[src/rtl/lvds_ser_pkg.sv]
// Shared constants, types and helpers for the seven-slot LVDS serializer.
// Assumes fixed seven slots per pixel and 10-bit colour channels.
package lvds_ser_pkg;

    localparam int SLOTS   = 7;
    localparam int LANES   = 5;
    localparam int COLOR_W = 10;
    localparam int BASE_W  = 6;
    localparam int EXT_W   = 2;

    // Colour depth codes as seen on depth_sel.
    typedef enum logic [1:0] {
        DEPTH_18  = 2'b00,
        DEPTH_24  = 2'b01,
        DEPTH_30  = 2'b10,
        DEPTH_RSV = 2'b11
    } depth_e;

    typedef struct packed {
        logic [COLOR_W-1:0] r;
        logic [COLOR_W-1:0] g;
        logic [COLOR_W-1:0] b;
        logic               de;
        logic               hs;
        logic               vs;
    } pixel_t;

    typedef logic [SLOTS-1:0] slot_word_t;

    // Clock lane pattern, bit n is slot n: 1,1,0,0,0,1,1.
    localparam slot_word_t CLK_PATTERN = 7'b1100011;

    // Word for an extra lane: slot 0 low, then b[1],b[0],g[1],g[0],r[1],r[0].
    function automatic slot_word_t ext_word(input logic [EXT_W-1:0] er,
                                            input logic [EXT_W-1:0] eg,
                                            input logic [EXT_W-1:0] eb);
        return {er[0], er[1], eg[0], eg[1], eb[0], eb[1], 1'b0};
    endfunction

endpackage

[src/rtl/lvds_slot_mapper.sv]
// Builds the seven-slot word for every lane from one pixel and one mode.
// Purely combinational. Assumes LSB-aligned colour inputs. Lanes unused
// by the selected depth produce an all-zero word.
module lvds_slot_mapper
    import lvds_ser_pkg::*;
(
    input  pixel_t                        px,
    input  depth_e                        depth,
    input  logic                          msb_first,
    output logic [LANES-1:0][SLOTS-1:0]   words
);

    logic [BASE_W-1:0] br, bg, bb;
    logic [EXT_W-1:0]  e1r, e1g, e1b, e2r, e2g, e2b;
    logic              use_l3, use_l4;

    // Pick the six base bits and the two extra-lane bit pairs per channel.
    always_comb begin
        br = px.r[BASE_W-1:0];
        bg = px.g[BASE_W-1:0];
        bb = px.b[BASE_W-1:0];
        e1r = '0; e1g = '0; e1b = '0;
        e2r = '0; e2g = '0; e2b = '0;
        use_l3 = 1'b0;
        use_l4 = 1'b0;
        case (depth)
            DEPTH_30: begin
                use_l3 = 1'b1;
                use_l4 = 1'b1;
                if (msb_first) begin
                    br = px.r[9:4]; bg = px.g[9:4]; bb = px.b[9:4];
                    e1r = px.r[3:2]; e1g = px.g[3:2]; e1b = px.b[3:2];
                    e2r = px.r[1:0]; e2g = px.g[1:0]; e2b = px.b[1:0];
                end else begin
                    e1r = px.r[7:6]; e1g = px.g[7:6]; e1b = px.b[7:6];
                    e2r = px.r[9:8]; e2g = px.g[9:8]; e2b = px.b[9:8];
                end
            end
            DEPTH_24: begin
                use_l3 = 1'b1;
                if (msb_first) begin
                    br = px.r[7:2]; bg = px.g[7:2]; bb = px.b[7:2];
                    e1r = px.r[1:0]; e1g = px.g[1:0]; e1b = px.b[1:0];
                end else begin
                    e1r = px.r[7:6]; e1g = px.g[7:6]; e1b = px.b[7:6];
                end
            end
            default: ;
        endcase
    end

    // Place the bits into slot order, slot 0 in bit 0.
    always_comb begin
        words[0] = {br[0], br[1], br[2], br[3], br[4], br[5], bg[0]};
        words[1] = {bg[1], bg[2], bg[3], bg[4], bg[5], bb[0], bb[1]};
        words[2] = {bb[2], bb[3], bb[4], bb[5], px.hs, px.vs, px.de};
        words[3] = use_l3 ? ext_word(e1r, e1g, e1b) : '0;
        words[4] = use_l4 ? ext_word(e2r, e2g, e2b) : '0;
    end

endmodule

[src/rtl/lvds_lane_shifter.sv]
// One lane's shift register: loads a full word on load, otherwise shifts
// toward bit 0 and fills with zero. Bit 0 is the lane output.
module lvds_lane_shifter #(
    parameter int WIDTH = 7
) (
    input  logic             clk,
    input  logic             rst_n,
    input  logic             load,
    input  logic [WIDTH-1:0] din,
    output logic             dout
);

    logic [WIDTH-1:0] sr;

    // Load a new word at the pixel boundary, otherwise advance one slot.
    always_ff @(posedge clk) begin
        if (!rst_n)
            sr <= '0;
        else if (load)
            sr <= din;
        else
            sr <= {1'b0, sr[WIDTH-1:1]};
    end

    assign dout = sr[0];

endmodule

[src/rtl/lvds_pixel_serializer.sv]
// Top of the seven-slot serializer. Maps the pixel on the strobe edge and
// loads every lane plus the clock lane at once. Assumes pix_stb is one
// cycle wide; a strobe every seventh cycle gives gapless output.
module lvds_pixel_serializer
    import lvds_ser_pkg::*;
(
    input  logic               clk,
    input  logic               rst_n,
    input  logic               pix_stb,
    input  logic [1:0]         depth_sel,
    input  logic               jeida_sel,
    input  logic [COLOR_W-1:0] r_in,
    input  logic [COLOR_W-1:0] g_in,
    input  logic [COLOR_W-1:0] b_in,
    input  logic               de_in,
    input  logic               hs_in,
    input  logic               vs_in,
    output logic [LANES-1:0]   lane_out,
    output logic               clk_lane_out
);

    pixel_t                      px;
    logic [LANES-1:0][SLOTS-1:0] words;
    logic [1:0]                  depth_q;
    logic                        jeida_q;

    assign px = '{r: r_in, g: g_in, b: b_in, de: de_in, hs: hs_in, vs: vs_in};

    lvds_slot_mapper u_map (
        .px        (px),
        .depth     (depth_e'(depth_sel)),
        .msb_first (jeida_sel),
        .words     (words)
    );

    // Hold the mode of the pixel currently on the lanes.
    always_ff @(posedge clk) begin
        if (!rst_n) begin
            depth_q <= DEPTH_18;
            jeida_q <= 1'b0;
        end else if (pix_stb) begin
            depth_q <= depth_sel;
            jeida_q <= jeida_sel;
        end
    end

    for (genvar l = 0; l < LANES; l++) begin : g_lane
        lvds_lane_shifter #(.WIDTH(SLOTS)) u_sh (
            .clk   (clk),
            .rst_n (rst_n),
            .load  (pix_stb),
            .din   (words[l]),
            .dout  (lane_out[l])
        );
    end

    lvds_lane_shifter #(.WIDTH(SLOTS)) u_clk_sh (
        .clk   (clk),
        .rst_n (rst_n),
        .load  (pix_stb),
        .din   (CLK_PATTERN),
        .dout  (clk_lane_out)
    );

endmodule

[config.mk]
export PLATFORM = sky130hd
export DESIGN_NAME = lvds_pixel_serializer
export DESIGN_NICKNAME = d
export VERILOG_FILES = /design/src/rtl/lvds_ser_pkg.sv /design/src/rtl/lvds_slot_mapper.sv /design/src/rtl/lvds_lane_shifter.sv /design/src/rtl/lvds_pixel_serializer.sv
export SDC_FILE = /design/constraint.sdc
export NUM_CORES = 1
export LEC_CHECK = 0
export ABC_AREA = 1
export ABC_CLOCK_PERIOD_IN_PS = 4100
export BUFFER_PORTS_ARGS = -buffer_cell sky130_fd_sc_hd__buf_4
export CAP_MARGIN = 20
export CORE_MARGIN = 4
export CORE_UTILIZATION = 55
export CTS_BUF_LIST = sky130_fd_sc_hd__clkbuf_8
export DETAILED_ROUTE_END_ITERATION = 12
export GPL_ROUTABILITY_DRIVEN = 0
export PLACE_DENSITY = 0.79
export SYNTH_ARGS = -nofsm -noshare
export SYNTH_HDL_FRONTEND = slang
export SYNTH_HIERARCHICAL = 1
export SYNTH_SLANG_ARGS = --single-unit
[constraint.sdc]
create_clock -name clk -period 4.1 [get_ports clk]
set_clock_uncertainty 0.2 [all_clocks]
set_input_delay 0.205 -clock clk [delete_from_list [all_inputs] [get_ports clk]]
set_output_delay 0.205 -clock clk [all_outputs]
set_load 0.02 [all_outputs]
# [Word-level counts from Yosys, hierarchy flattened]
# Index checks and enable logic that the tools add are counted.
[word_totals] n_memories=0 mem_bits_ro=0 latchBits=0 inputBits=39 ramBits=0 output_inout_bits=6 register_bits=42
[classes] mux=34 n_lt_le_gt_ge=0 eq_ne=2 div=0 bitwise=1 addsub=0 mul=0 n_reduce_logical=5 n_shift=0
[ops] operator="2-to-1 mux 6 bit" count=13
[ops] operator="one-hot mux 6 bit (2 select lines)" count=3
[ops] operator="2-to-1 mux 2 bit" count=12
[ops] operator="one-hot mux 2 bit (2 select lines)" count=3
[ops] operator="2-to-1 mux 7 bit" count=1
[ops] operator="AND reduction 4 bit" count=1
[ops] operator="OR reduction 2 bit" count=2
[ops] operator="AND reduction 3 bit" count=1
[ops] operator="equality test 2 x 1 -> 1 bit, second input constant" count=1
[ops] operator="equality test 2 bit, second input constant" count=1
[ops] operator="2-to-1 mux 1 bit" count=2
[ops] operator="AND reduction 2 bit" count=1
[ops] operator="inverter 1 bit" count=1

# [Longest topological paths before layout]
[depth] ltp_word=5 ltp_mapped=12

# [Modules after synthesis]
# The synthesis kept the hierarchy.
[by_module_without_submodules] module="lvds_lane_shifter" cells_each=39 area_per_inst_um2=270.3 n_inst=6
[by_module_without_submodules] module="lvds_slot_mapper" cells_each=198 area_per_inst_um2=944.7 n_inst=1
[by_module_without_submodules] module="lvds_pixel_serializer" cells_each=2 area_per_inst_um2=7.5 n_inst=1

# [Least setup slack after synthesis]
# OpenSTA, ideal clock, no wires.
[synth_timing] path_type="input port to flip-flop" start="in depth_sel[0]" end="reg g_lane[1].u_sh.sr[6]" setup_time_ns=0.115 path_slack_ns=2.573 t_required_ns=3.785 arrival_time_ns=1.212 path_buffers=2 cell_stages=9 path_cell_list="inv_1 ha_1 buf_4 inv_4 nand2_4 buf_6 nand2_1 nand2_1 and3_1"
[synth_lines] item="start, declared" line_no="lvds_pixel_serializer.sv:10" source="input logic [1:0] depth_sel,"
[synth_lines] item="end signal, assigned" line_no="lvds_lane_shifter.sv:20" source="sr <= din;"
[synth_lines] item="end signal, assigned" line_no="lvds_lane_shifter.sv:22" source="sr <= {1'b0, sr[WIDTH-1:1]};"
[synth_lines] item="end, declared" line_no="lvds_lane_shifter.sv:13" source="logic [WIDTH-1:0] sr;"

==> flow_summary.ini <==
[yosys]
synthArstFlopShare = 0
synthCells = 434
seq_area_frac_synth = 0.327
synth_area_per_cell_sq_um = 5.93
synthTopCellsByArea = dfxtp_1 33%, nand2_1 28%, nor2_1 11%
synth_edf_count = 0
ys_types = 17
ys_ff_latch = 42
synth_common_cells = 192 x nand2_1, 72 x nor2_1, 42 x dfxtp_1
netlist.area_leader.share = 0.327
synth_most_common_cell = nand2_1
ys.warnings.count = 6
synth-main-ff-cell = dfxtp_1
synth_area_sq_um = 2570
yosys.area.top_type = dfxtp_1

[critical_path]
path_common_cell = nand2_1
crit_arrival_ps = 1890
worstSetupPathType = input port to flop
end_kind = flop
required_ps = 4130
slowest_delay_ps = 790
cp_cell_sequence = buf_4, inv_1, ha_1, o21ai_4, nand2_4, nand2_1, nand2_1, inv_1, nand2_1, nand2_1, nor2_1
worstSetupStartpointType = input port
path_max_fanout = 26
slowest_stage = ha_1

[placed_design]
hpwl_um = 3670
dp_slack_ps = 1980
io_buffers = 44
place_area_sq_um = 2780
place_inst = 511

[route]
num_vias = 2513
vias_per_cell = 4.83
dr.pass1.iters = 4
ant_nets = 0
drtIter0Drc = 162
routed_wirelength_um = 5290
drc = 0
drt-wirelength-per-cell_um = 10.2

[finish]
n_antenna_cell = 0
fin_area_sq_um = 2880
fillers = 444
final_cells = 520
final_util = 0.648
synthToLayoutAreaGrowth_pct = 11.9
drive_above_1_share = 0.130
nets = 509

[clocking]
cts-root-buf = clkbuf_8
cts_made_buffers = 5
clk_latency_ps = 290
cts_setup_buffers = 0
clockBufferDepth = 2
cts_resized = 0
cts_max_level = 2
clkTransAtPathRegs_ps = 80
cts_hold_buf = 1
cts_tree = yes
cts_num_sinks = 42

[power_and_ir_drop]
peakVddDrop_mv = 0.180
powerDensity_nw_per_um2 = 319
power.static_leakage_nw = 1.63

[timing]
relSlewSlack = 0.354
rsz0062_at_grt = false
finalSetupViolations = 0
final_max_slew_viol_count = 0
post-route-period-util = 0.453
finalWorstSetupSlack_ps = 2240
fin_crit_ps = 1860
tns_ps = 0
worst_pin_slew_ps = 968
fmax_mhz = 538
hold_viol_final = 0

[grt]
overflow = 0
grt_max_degree = 79
antenna_found_initial = 0
grt_pass1_vias = 2319
grt_usage = 0.195
grt_pass1_wl_um = 9540

[flow_run]
drv_cap = 0

[floorplan]
core_sq_um = 4440
die_height_um = 76.4
dieArea_sq_um = 5840
rows = 24
io_pins = 45
start_util = 0.579
fp.dieW_um = 76.4

[run_status]
status = finished clean

[hold_path]
min_path_type = input port to flop
[sequential cells by signal, indices dropped and copies added (netlist names)]
| register | cells |
|---|---|
| g_lane.u_sh/sr | 35 |
| u_clk_sh/sr | 7 |
[cell usage in the layout (no fill, tap or decap)]
cell and n:
o21ai_4 1, conb_1 9, and3_1 6, inv_1 38
nor2_1 72, clkbuf_8 6, a21oi_1 8, nand2_4 1
clkinvlp_4 1, clkinv_2 1, a21oi_2 4, buf_4 44
nand2_1 192, inv_4 1, nand3_1 36, dlygate4sd3_1 1
dfxtp_1 42, ha_1 3, inv_2 2
[stage by stage]
| step | hold WS (ps) | total power, mW |
|---|---|---|
| 2_1_floorplan | 125 | 0.595 |
| 6_report | 6.87 | 0.918 |
| 4_1_cts | 14.2 | 0.925 |
| 3_3_place_gp | 228 | 0.646 |
| 5_1_grt | 13.0 | 0.979 |
| 3_5_place_dp | 238 | 0.649 |
[power by group]
part	total [mW]	switching (mW)	internal (mW)
combinational	0.200	0.123	0.0776
clock	0.278	0.143	0.135
sequential	0.440	0.00628	0.433
total	0.918	0.272	0.646
[path summary, 6_finish.rpt]
kind,from,to,slack (ps),depth (start not counted)
worst max-delay path,depth_sel[0],g_lane[1].u_sh/sr[0],2240,11
worst max register to register,g_lane[4].u_sh/sr[5],g_lane[4].u_sh/sr[4],3330,2
worst min register to register,g_lane[0].u_sh/sr[2],g_lane[0].u_sh/sr[1],250,2
worst min-delay path,de_in,g_lane[2].u_sh/sr[0],7,5
[layer usage]
layer  up-vias  global-route usage  share of wire
li1       1348                   -              -
met3         7              0.0449          0.074
met4         0              0.0634          0.013
met2        79               0.350           0.48
met1      1079               0.227           0.44
met5         -                   0              0
[layout make-up]
class                      instances  area [sq um]  share of cell area
sequential                        42           841               0.292
multi-input combinational        332          1380               0.480
clock inverter                     2          12.5             0.00434
tap                               52          65.1              0.0226
inverter                          41           156              0.0543
clock buffer                       6          82.6              0.0287
timing repair buffer              45           340               0.118
[critical path, delay by kind of cell]
| family | cells | cell delay, ps |
|---|---|---|
| adder cells (fa/ha/maj) | 1 | 790 |
| AO/OA/AOI/OAI | 1 | 130 |
| AND/OR/NAND/NOR | 6 | 550 |
| buffers and inverters | 3 | 210 |
[kinds of logic after synthesis]
logic type / after synthesis / synth area share
AO/OA/AOI/OAI: 13 / 0.0355
adder cells (fa/ha/maj): 3 / 0.0146
other: 3 / 0.00437
flip-flops: 42 / 0.327
AND/OR/NAND/NOR: 307 / 0.474
buffers and inverters: 66 / 0.145
(Power assumes the default switching activity.)
